`src/rtl/useq_pkg.sv`:
```
package useq_pkg;
    localparam int ADDR_W  = 12;
    localparam int FLD_W   = 4;
    localparam int FMT_W   = 2;
    localparam int CTL_N   = 8;
    localparam logic [FLD_W-1:0] DISPATCH_CODE = 4'd15;

    typedef enum logic [1:0] {
        FMT_DISPATCH,
        FMT_LOCAL,
        FMT_REGION
    } asm_fmt_e;

    typedef struct packed {
        logic [ADDR_W-1:0] addr;
    } seq_state_t;
endpackage

```
`src/rtl/useq_test_sel.sv`:
```
module useq_test_sel #(
    parameter int TEST_W = 13
) (
    input  logic [3:0]        code,
    input  logic [TEST_W-1:0] cond,
    output logic              bit_o
);
    always_comb begin
        bit_o = 1'b0;
        if (code == 4'd1) begin
            bit_o = 1'b1;
        end
        for (int i = 0; i < TEST_W; i++) begin
            if (int'(code) == i + 2) begin
                bit_o = cond[i];
            end
        end
    end
endmodule

```
`src/rtl/useq_ctl_dec.sv`:
```
module useq_ctl_dec
    import useq_pkg::*;
(
    input  asm_fmt_e          fmt,
    input  logic [FMT_W-1:0]  fd,
    input  logic [FLD_W-1:0]  fb,
    output logic [CTL_N-1:0]  ctl
);
    localparam int IDX_W = $clog2(CTL_N);

    logic             active;
    logic [IDX_W-1:0] idx;

    assign active = (fmt == FMT_LOCAL) && fd[0];
    assign idx    = {fd[1], fb[1:0]};

    for (genvar g = 0; g < CTL_N; g++) begin : g_line
        assign ctl[g] = active && (idx == IDX_W'(g));
    end
endmodule

```
`src/rtl/useq_splice.sv`:
```
module useq_splice
    import useq_pkg::*;
(
    input  logic [ADDR_W-1:0] cur,
    input  logic [FLD_W-1:0]  fa,
    input  logic [FLD_W-1:0]  fb,
    input  logic [FMT_W-1:0]  fd,
    input  logic [3:0]        q_hi,
    input  logic              tb_bit,
    input  logic              tc_bit,
    output asm_fmt_e          fmt,
    output logic [ADDR_W-1:0] nxt
);
    always_comb begin
        if (fb == DISPATCH_CODE) begin
            fmt = FMT_DISPATCH;
        end else if (fd == 2'd2) begin
            fmt = FMT_REGION;
        end else begin
            fmt = FMT_LOCAL;
        end
    end

    always_comb begin
        nxt    = cur;
        nxt[0] = tc_bit;
        unique case (fmt)
            FMT_DISPATCH: begin
                nxt[11:10] = fd;
                nxt[9:6]   = fa;
                nxt[5]     = 1'b0;
                nxt[4:1]   = q_hi;
            end
            FMT_REGION: begin
                nxt[9:6] = fa;
                nxt[1]   = tb_bit;
            end
            default: begin
                nxt[5:2] = fa;
                nxt[1]   = (fd == 2'd0) ? tb_bit : 1'b0;
            end
        endcase
    end
endmodule

```
`src/rtl/useq_next_addr.sv`:
```
module useq_next_addr
    import useq_pkg::*;
#(
    parameter int TEST_W = 13
) (
    input  logic                clk,
    input  logic                rst,
    input  logic                adv_en,
    input  logic [FLD_W-1:0]    fa,
    input  logic [FLD_W-1:0]    fb,
    input  logic [FLD_W-1:0]    fc,
    input  logic [FMT_W-1:0]    fd,
    input  logic [7:0]          q_reg,
    input  logic [TEST_W-1:0]   cond,
    output logic [ADDR_W-1:0]   addr_q,
    output logic [CTL_N-1:0]    ctl_line
);
    seq_state_t        st_d, st_q;
    asm_fmt_e          fmt;
    logic              tb_bit, tc_bit;
    logic [ADDR_W-1:0] nxt;

    useq_test_sel #(.TEST_W(TEST_W)) u_tsel_b (
        .code (fb),
        .cond (cond),
        .bit_o(tb_bit)
    );

    useq_test_sel #(.TEST_W(TEST_W)) u_tsel_c (
        .code (fc),
        .cond (cond),
        .bit_o(tc_bit)
    );

    useq_splice u_splice (
        .cur   (st_q.addr),
        .fa    (fa),
        .fb    (fb),
        .fd    (fd),
        .q_hi  (q_reg[7:4]),
        .tb_bit(tb_bit),
        .tc_bit(tc_bit),
        .fmt   (fmt),
        .nxt   (nxt)
    );

    useq_ctl_dec u_ctl (
        .fmt(fmt),
        .fd (fd),
        .fb (fb),
        .ctl(ctl_line)
    );

    always_comb begin
        st_d = st_q;
        if (rst) begin
            st_d.addr = '0;
        end else if (adv_en) begin
            st_d.addr = nxt;
        end
    end

    always_ff @(posedge clk) begin
        st_q <= st_d;
    end

    assign addr_q = st_q.addr;
endmodule

```
`config.mk`:
```
export PLATFORM = sky130hd
export DESIGN_NAME = useq_next_addr
export DESIGN_NICKNAME = d
export VERILOG_FILES = /design/src/rtl/useq_pkg.sv /design/src/rtl/useq_test_sel.sv /design/src/rtl/useq_ctl_dec.sv /design/src/rtl/useq_splice.sv /design/src/rtl/useq_next_addr.sv
export SDC_FILE = /design/constraint.sdc
export NUM_CORES = 1
export LEC_CHECK = 0
export BUFFER_PORTS_ARGS = -buffer_cell sky130_fd_sc_hd__buf_2
export CORE_UTILIZATION = 30
export DETAILED_ROUTE_END_ITERATION = 8
export HOLD_SLACK_MARGIN = 0.02
export PLACE_DENSITY = 0.69
export SLEW_MARGIN = 15
export SYNTH_ARGS = -nofsm -noshare
export SYNTH_HDL_FRONTEND = slang
export SYNTH_SLANG_ARGS = --single-unit
```
`constraint.sdc`:
```
create_clock -name clk -period 1.25 [get_ports clk]
set_input_delay 0.25 -clock clk [delete_from_list [all_inputs] [get_ports clk]]
set_output_delay 0.25 -clock clk [all_outputs]
set_load 0.01 [all_outputs]
```
==> impl_metrics.py, run 1 <==
metrics = {
    "run_status": {
        "status": "finished, final reports clean",
    },
    "clock_network": {
        "clk_pin_slew_ps": 70,
        "cts_buffer_depth": 2,
        "cts_buffers": 3,
        "cts_tree": "yes",
        "cts_sinks": 12,
        "clock-root-buffer": "clkbuf_4",
        "cts_hold_buffers": 0,
        "worstSkewPairLatency_ps": 260,
        "htree_levels": 1,
    },
    "synth": {
        "synth_warnings": 0,
        "syn_area_per_cell_um2": 7.280,
        "synthesis.nets": 159,
        "ys_types": 32,
        "synth_seq_area_share_pct": 27.27,
        "yosys_register_bits": 12,
        "syn_area_um2": 880.8,
        "synth_cells": 121,
    },
    "critical_path": {
        "path_class": "in -> out",
        "worst_r2r_startpoint": "addr_q[0]$_SDFFE_PP0P_",
        "cp_data_required_time_ps": 1000,
        "crit_family": "simple AND/OR/NAND/NOR gates",
        "critPathArrivalTime_ps": 940,
        "worstPathMaxFanout": 11,
        "end_kind": "primary output",
        "critPathBufInv": 2,
        "startpoint_type": "input port",
        "critPathMaxStageDelay_ps": 200,
        "cp_cell_sequence": "buf_2 > nand4_1 > nand3_1 > nor2_1 > buf_2",
        "ff2ff_setup_slack_ps": 390,
        "cp_common_cell": "buf_2",
        "reg2reg_depth": 4,
        "r2r-end": "addr_q[0]$_SDFFE_PP0P_",
        "crit_slowest_cell": "buf_2",
    },
    "route": {
        "drc": 0,
        "first_pass_iters": 4,
        "num_vias": 1087,
        "vias_per_cell": 4.941,
        "wirelength_um": 2427,
        "first_iter_violations": 30,
        "drtAntennaViolNets": 0,
        "wl_per_cell_um": 11.03,
    },
    "placed_design": {
        "dpl.hpwl_um": 2030,
        "numPortBuffers": 53,
        "dpl_cell_area_um2": 1284,
        "post-place-ws_ps": -141.6,
        "gp_congestion": 0.8851,
    },
    "global_routing": {
        "grt_pass1_vias": 987,
        "antenna_found_initial": 0,
        "grtUsageTotal_pct": 16.06,
        "grt-ovfl-total": 0,
        "grt_pass1_wl_um": 4146,
        "grt_max_degree": 13,
    },
    "final_layout": {
        "nets": 229,
        "final_common_cell": "buf_2",
        "antenna_cells": 0,
        "final_cell_mix": "buf_2, nor2_1, buf_4",
        "area_growth_pct": 50.85,
        "fin_area_um2": 1329,
        "drive_gt1_share_pct": 42.86,
        "largest_reg_flops": 12,
    },
    "floorplan": {
        "die_h_um": 56.19,
        "start_util_pct": 31.94,
        "coreArea_um2": 2758,
        "num_rows": 19,
        "die_w_um": 56.19,
        "dieArea_um2": 3157,
        "pin_count": 58,
    },
    "timing": {
        "setup_tns_ps": 0,
        "period_needed_ps": 1194,
        "rsz0062_at_grt": "true",
        "timing.final.ws_setup_ps": 56.23,
        "tightest_slew_ps": 406.5,
        "finalSetupViolCount": 0,
        "period_share_pct": 95.50,
        "hold_violations": 0,
        "clock_skew_ps": 0,
        "slew_headroom_pct": 72.85,
        "holdWs_ps": 240.2,
        "slew_viol_final": 0,
        "max_freq_mhz": 837.7,
    },
    "min_path": {
        "hold_path_depth": 3,
        "hold_path_class": "in -> reg",
        "hold_start": "q_reg[5]",
        "hold-path-endpoint": "addr_q[2]$_SDFFE_PP0P_",
    },
    "power_and_ir_drop": {
        "combPwrFrac_pct": 33.4,
        "leakagePower_uw": 0.0006606,
        "switchingPower_uw": 289.4,
        "p_int_uw": 670.1,
        "ir_worst_vdd_uv": 695.6,
        "p_per_area_nw_per_um2": 722.1,
        "power.clock.fraction_pct": 23.5,
        "p_seq_share_pct": 43.1,
        "switching_share_pct": 30.16,
    },
    "run": {
        "maxCapViolCount": 0,
    },
}
-- cell usage after synthesis --
cell type / instances / area [um^2]
nor2_1: 18 / 67.56
nand2_1: 13 / 48.80
dfxtp_1: 12 / 240.2
nand3_1: 9 / 45.04
a21oi_1: 8 / 40.04
mux2i_1: 6 / 60.06
o21ai_0: 6 / 30.03
nand2b_1: 5 / 31.28
nor2b_1: 5 / 31.28
inv_1: 4 / 15.01
a311oi_1: 3 / 26.28
nor3_1: 3 / 15.01
a211oi_1: 2 / 15.01
a31oi_1: 2 / 12.51
buf_4: 2 / 15.01
clkbuf_1: 2 / 7.510
inv_2: 2 / 7.510
nand4_1: 2 / 12.51
nand4b_1: 2 / 17.52
o211ai_1: 2 / 15.01
o2bb2ai_1: 2 / 17.52
a211oi_2: 1 / 12.51
a21boi_2: 1 / 11.26
a2bb2oi_1: 1 / 8.760
a32o_1: 1 / 10.01
a41oi_1: 1 / 8.760
mux2_2: 1 / 11.26
nor3_4: 1 / 16.27
nor3b_1: 1 / 7.510
o21ai_2: 1 / 8.760
o22ai_1: 1 / 6.260
o31a_1: 1 / 8.760
-- worst min-delay path, stage by stage --
cell,delay [ps]
buf_2,100
nand2_1,40
a311oi_1,70
-- routing by layer --
metal	vias to the layer above	GRT usage (%)	part of all wire, %
li1	581	-	-
met4	0	4.181	0
met5	-	0	0
met3	0	4.419	5.6
met1	471	20.57	46
met2	35	26.53	49
-- stage by stage --
stage	cells	power, uW	utilization (%)
after floorplan	121	581.0	-
after global placement	216	735.0	46.55
after detailed placement	216	734.8	46.55
after CTS	220	967.2	47.64
after global routing	220	1027	48.19
final	220	959.5	48.19
-- how the worst max path moves through the flow --
stage,startpoint,end,cells past startpoint
floorplan,fb[0],addr_q[1]$_SDFFE_PP0P_,6
global placement,fb[1],addr_q[2]$_SDFFE_PP0P_,5
detailed placement,fb[1],addr_q[4]$_SDFFE_PP0P_,6
CTS,fb[1],ctl_line[1],5
global route,fb[0],ctl_line[2],5
finish,fb[1],ctl_line[3],5
-- timing repair --
| action | CTS | global route |
|---|---|---|
| gates resized for setup | 0 | 2 |
| setup endpoints to repair | 2 | 3 |
| setup buffers | 1 | 0 |
| cloned | 0 | 0 |
| pin swaps | 1 | 0 |
-- power groups by stage --
stage	combinational (uW)	sequential, uW	clock [uW]
floorplan	149	432	0
global placement	314	421	0
detailed placement	312	423	0
CTS	315	414	239
global route	355	417	256
finish	320	414	226
-- logic make-up after synthesis --
| kind of cell | share of synthesized area (%) |
|---|---|
| flip-flops | 27.27 |
| buffers and inverters | 5.113 |
| AO/OA/AOI/OAI | 26.28 |
| multiplexers | 8.097 |
| AND/OR/NAND/NOR | 33.24 |
-- final cells by class --
type / count / area [um^2]
tap: 31 / 38.79
sequential: 12 / 240.2
timing repair buffer: 69 / 385.4
clock buffer: 3 / 22.52
fill: 289 / 1429
inverter: 6 / 25.02
multi-input combinational: 99 / 616.8
Power figures use the tool's default switching activity.
==> run 2: changes to the inputs <==
- CORE_ASPECT_RATIO: not set -> 0.8
- PLACE_DENSITY: 0.69 -> 0.67
- clock period: 1.25 -> 1.1 ns (I/O delays scaled with it)
==> run 2 against run 1 <==
Hold slack got worse by 46 ps. Global-route usage is 1.7 points higher. Die area about the same. Critical path type unchanged. Critical endpoint is now ctl_line[2]. Setup slack lost 22 ps.
==> impl_metrics.py, run 2 (synthesis gave the netlist of run 1 again) <==
metrics = {
    "timing": {
        "period_needed_ps": 1065,
        "slew_headroom_pct": 66.70,
        "rsz0062_at_grt": "true",
        "timing.final.ws_setup_ps": 34.60,
        "period_share_pct": 96.85,
        "hold_violations": 0,
        "tightest_slew_ps": 498.5,
        "max_freq_mhz": 938.6,
        "clock_skew_ps": 0,
        "finalSetupViolCount": 0,
        "holdWs_ps": 194.5,
        "slew_viol_final": 0,
    },
    "min_path": {
        "hold_start": "fa[1]",
        "hold_path_class": "in -> reg",
        "hold_path_depth": 3,
        "hold-path-endpoint": "addr_q[7]$_SDFFE_PP0P_",
    },
    "critical_path": {
        "startpoint_type": "input port",
        "worstPathMaxFanout": 8,
        "ff2ff_setup_slack_ps": 150,
        "worst_r2r_startpoint": "addr_q[0]$_SDFFE_PP0P_",
        "critPathArrivalTime_ps": 850,
        "cp_data_required_time_ps": 880,
        "reg2reg_depth": 4,
        "r2r-end": "addr_q[0]$_SDFFE_PP0P_",
        "end_kind": "primary output",
        "path_class": "in -> out",
    },
    "final_layout": {
        "largest_reg_flops": 12,
        "antenna_cells": 0,
        "final_util_pct": 52.53,
        "area_growth_pct": 64.91,
        "nets": 236,
        "final_common_cell": "buf_2",
        "drive_gt1_share_pct": 47.21,
        "fin_area_um2": 1453,
        "final_cell_mix": "buf_2, buf_4, nor2_1",
    },
    "global_routing": {
        "grt_max_degree": 13,
        "grtUsageTotal_pct": 17.71,
        "antenna_found_initial": 0,
        "grt_pass1_wl_um": 4505,
        "grt-ovfl-total": 0,
        "grt_pass1_vias": 1045,
    },
    "clock_network": {
        "worstSkewPairLatency_ps": 270,
        "htree_levels": 1,
        "cts_buffer_depth": 2,
        "clock-root-buffer": "clkbuf_4",
        "cts_sinks": 12,
        "cts_hold_buffers": 0,
        "cts_tree": "yes",
        "clk_pin_slew_ps": 70,
        "cts_buffers": 3,
    },
    "floorplan": {
        "pin_count": 58,
        "num_rows": 17,
        "coreArea_um2": 2765,
        "dieArea_um2": 3158,
        "die_w_um": 62.58,
        "die_h_um": 50.47,
        "start_util_pct": 31.86,
    },
    "placed_design": {
        "post-place-ws_ps": -325.3,
        "dpl.hpwl_um": 2309,
        "numPortBuffers": 53,
        "dpl_cell_area_um2": 1340,
        "gp_congestion": 0.8379,
    },
    "route": {
        "drc": 0,
        "num_vias": 1152,
        "first_iter_violations": 31,
        "wl_per_cell_um": 11.62,
        "vias_per_cell": 4.902,
        "first_pass_iters": 4,
        "drtAntennaViolNets": 0,
        "wirelength_um": 2730,
    },
    "run_status": {
        "status": "finished, final reports clean",
    },
    "power_and_ir_drop": {
        "ir_worst_vdd_uv": 400.3,
        "leakagePower_uw": 0.0007187,
        "p_per_area_nw_per_um2": 843.3,
        "power_uw": 1225,
    },
    "run": {
        "maxCapViolCount": 0,
    },
}
## run 2: cell count changes in the layout (fill, tap and decap cells not counted), moves of 2 or more
cell / delta
buf_2: -2
nor3_2: +2
buf_6: +3
nor3_1: -2
buf_4: +6
## run 2: metal layers
| metal | share of wire, % | global-route usage [%] | wire (um) | vias up |
|---|---|---|---|---|
| met1 | 45 | 22.40 | 1225 | 518 |
| met3 | 4.9 | 2.955 | 133 | 3 |
| met4 | 0.29 | 3.876 | 8 | 0 |
| li1 | - | - | - | 592 |
| met2 | 50 | 31.52 | 1361 | 39 |
| met5 | 0 | 0 | 0 | - |
## run 2: worst max-delay path by stage
stage           from                     end  slack [ps]
3_5_place_dp   fb[1]  addr_q[2]$_SDFFE_PP0P_        -330
6_report       fb[1]             ctl_line[2]          30
5_1_grt        fb[2]             ctl_line[3]         -20
3_3_place_gp   fb[1]  addr_q[1]$_SDFFE_PP0P_        -220
4_1_cts        fb[1]             ctl_line[1]           3
2_1_floorplan  fb[0]  addr_q[1]$_SDFFE_PP0P_         -60
## run 2: final cells by class
cell class	count	area [um^2]
repair buffers	76	454.2
inverters	6	27.53
clock buffers	4	36.28
flip-flops and latches	12	240.2
fillers	276	1313
multi-input cells	99	646.9
well taps	38	47.55
## run 2: stage by stage
step,instances,setup TNS [ps]
floorplan,121,-171.7
global placement,228,-2186
detailed placement,228,-2849
CTS,233,0
global route,235,-65.35
finish,235,0
## run 2: worst max-delay path: stages
cell      delay (ps)
buf_6            100
buf_6            120
nand2b_4          50
buf_4            130
nor2_1            90
buf_2            130
## run 2: repair_timing
item | in CTS | in global routing
resized for setup | 5 | 7
setup buffers | 1 | 2
setup endpoints to repair | 7 | 12
pin swaps | 2 | 2
## run 2: power breakdown
group | switching (uW) | total [uW] | leakage (uW) | internal, uW
registers | 13.3 | 471 | 0.0000983 | 458
logic | 200 | 402 | 0.000599 | 202
clock network | 151 | 352 | 0.0000210 | 201
total | 364 | 1230 | 0.000719 | 861
==> run 3: changes to the inputs <==
- clock period: 1.1 -> 1.3 ns (I/O delays scaled with it)
==> run 3 against run 2 <==
Die area is the same. Sequential power shrank 15%. Count of clock-buffer cells in the layout is the same. Clock skew is the same. Sequential cell count is the same. Register-to-register slack gained 250 ps. Largest cell class unchanged.
==> impl_metrics.py, run 3 (synthesis gave the netlist of run 1 again) <==
metrics = {
    "route": {
        "drtAntennaViolNets": 0,
        "vias_per_cell": 5.049,
        "num_vias": 1136,
        "wirelength_um": 2663,
        "first_pass_iters": 6,
        "first_iter_violations": 43,
        "wl_per_cell_um": 11.84,
        "drc": 0,
    },
    "critical_path": {
        "end_kind": "primary output",
        "cp_cell_sequence": "buf_2 > nand2b_1 > buf_4 > nor2_1 > buf_2",
        "critPathMaxStageDelay_ps": 190,
        "crit_family": "buffers and inverters",
        "startpoint_type": "input port",
        "cp_data_required_time_ps": 1040,
        "worst_r2r_startpoint": "addr_q[0]$_SDFFE_PP0P_",
        "crit_slowest_cell": "nand2b_1",
        "critPathBufInv": 3,
        "worstPathMaxFanout": 10,
        "path_class": "in -> out",
        "critPathArrivalTime_ps": 970,
        "timing.critical_path.from": "fb[1]",
        "cp_common_cell": "buf_2",
    },
    "clock_network": {
        "clk_pin_slew_ps": 70,
        "cts_sinks": 12,
        "cts_buffers": 3,
        "htree_levels": 1,
        "cts_tree": "yes",
        "cts_buffer_depth": 2,
        "clock-root-buffer": "clkbuf_4",
        "post_cts_resized": 0,
        "worstSkewPairLatency_ps": 260,
    },
    "floorplan": {
        "dieArea_um2": 3158,
        "pin_count": 58,
        "start_util_pct": 31.86,
        "die_w_um": 62.58,
        "num_rows": 17,
        "die_h_um": 50.47,
        "coreArea_um2": 2765,
    },
    "timing": {
        "clock_skew_ps": 0,
        "finalSetupViolCount": 0,
        "tightest_slew_ps": 326.3,
        "slew_viol_final": 0,
        "timing.final.ws_setup_ps": 70.03,
        "slew_headroom_pct": 78.20,
        "max_freq_mhz": 813.0,
        "period_needed_ps": 1230,
        "period_share_pct": 94.61,
        "setup_tns_ps": 0,
        "hold_violations": 0,
        "rsz0062_at_grt": "false",
    },
    "global_routing": {
        "antenna_found_initial": 0,
        "grt_pass1_wl_um": 4602,
        "grtUsageTotal_pct": 18.03,
        "grt_pass1_vias": 1044,
        "grt-ovfl-total": 0,
        "grt_max_degree": 13,
    },
    "final_layout": {
        "largest_reg_flops": 12,
        "nets": 226,
        "final_cell_mix": "buf_2, nor2_1, nand2_1, buf_4, dfxtp_1",
        "final_common_cell": "buf_2",
        "area_growth_pct": 48.15,
        "antenna_cells": 0,
        "drive_gt1_share_pct": 41.18,
        "final_util_pct": 47.19,
    },
    "min_path": {
        "hold_start": "fa[2]",
        "hold_path_class": "in -> reg",
    },
    "run": {
        "maxCapViolCount": 0,
    },
    "placed_design": {
        "post-place-ws_ps": -92.49,
        "numPortBuffers": 53,
        "gp_congestion": 0.8624,
        "dpl.hpwl_um": 2199,
    },
    "power_and_ir_drop": {
        "ir_worst_vdd_uv": 313.8,
        "leakagePower_uw": 0.0006396,
        "p_per_area_nw_per_um2": 755.6,
    },
    "run_status": {
        "status": "finished, final reports clean",
    },
}
## run 3: cell count changes in the layout (fill, tap and decap cells not counted), sizes merged
| cell | before | now |
|---|---|---|
| buf | 76 | 66 |
## run 3: worst paths after layout
check                                  to  slack [ps]  cells after the start
hold reg to reg   addr_q[10]$_SDFFE_PP0P_         460                      2
hold / removal     addr_q[8]$_SDFFE_PP0P_         240                      3
setup reg to reg   addr_q[0]$_SDFFE_PP0P_         400                      4
setup / recovery              ctl_line[1]          70                      5
## run 3: power breakdown
part           internal, uW  leakage (uW)  switching (uW)
sequential              387     0.0000983            10.8
clock                   170     0.0000210             120
combinational           138      0.000520             159
total                   696      0.000640             290
## run 3: per-layer routing
metal / track usage (%) / part of all wire, %
met3: 3.636 / 4.8
met4: 3.101 / 0.38
met5: 0 / 0
met2: 30.98 / 48
met1: 23.59 / 47
## run 3: final cells by class
cell class,count,area (um^2)
clock buffers,4,36.28
fillers,301,1460
inverters,6,22.52
multi-input cells,99,595.6
flip-flops and latches,12,240.2
well taps,38,47.55
repair buffers,66,362.8
## run 3: metrics by stage
stage / area, um^2 / total power, uW / hold WS [ps] / std cells
final: 1305 / 986.1 / 242.8 / 225
after global placement: 1254 / 691.2 / 445.4 / 219
after detailed placement: 1254 / 699.4 / 450.2 / 219
after floorplan: 880.8 / 555.1 / 338.5 / 121
after CTS: 1290 / 990.6 / 239.1 / 223
after global routing: 1305 / 1048 / 254.8 / 225
## run 3: worst reg2reg max path: stages (launching register included)
cell      delay [ps]
dfxtp_1          360
inv_1             50
o21ai_0          140
a21oi_1           60
a211oi_1         200
## run 3: what timing repair did
action,CTS,global route
endpoints found under the setup margin,0,2
hold buffers,0,0
hold endpoints to repair,0,0
setup buffers,0,2
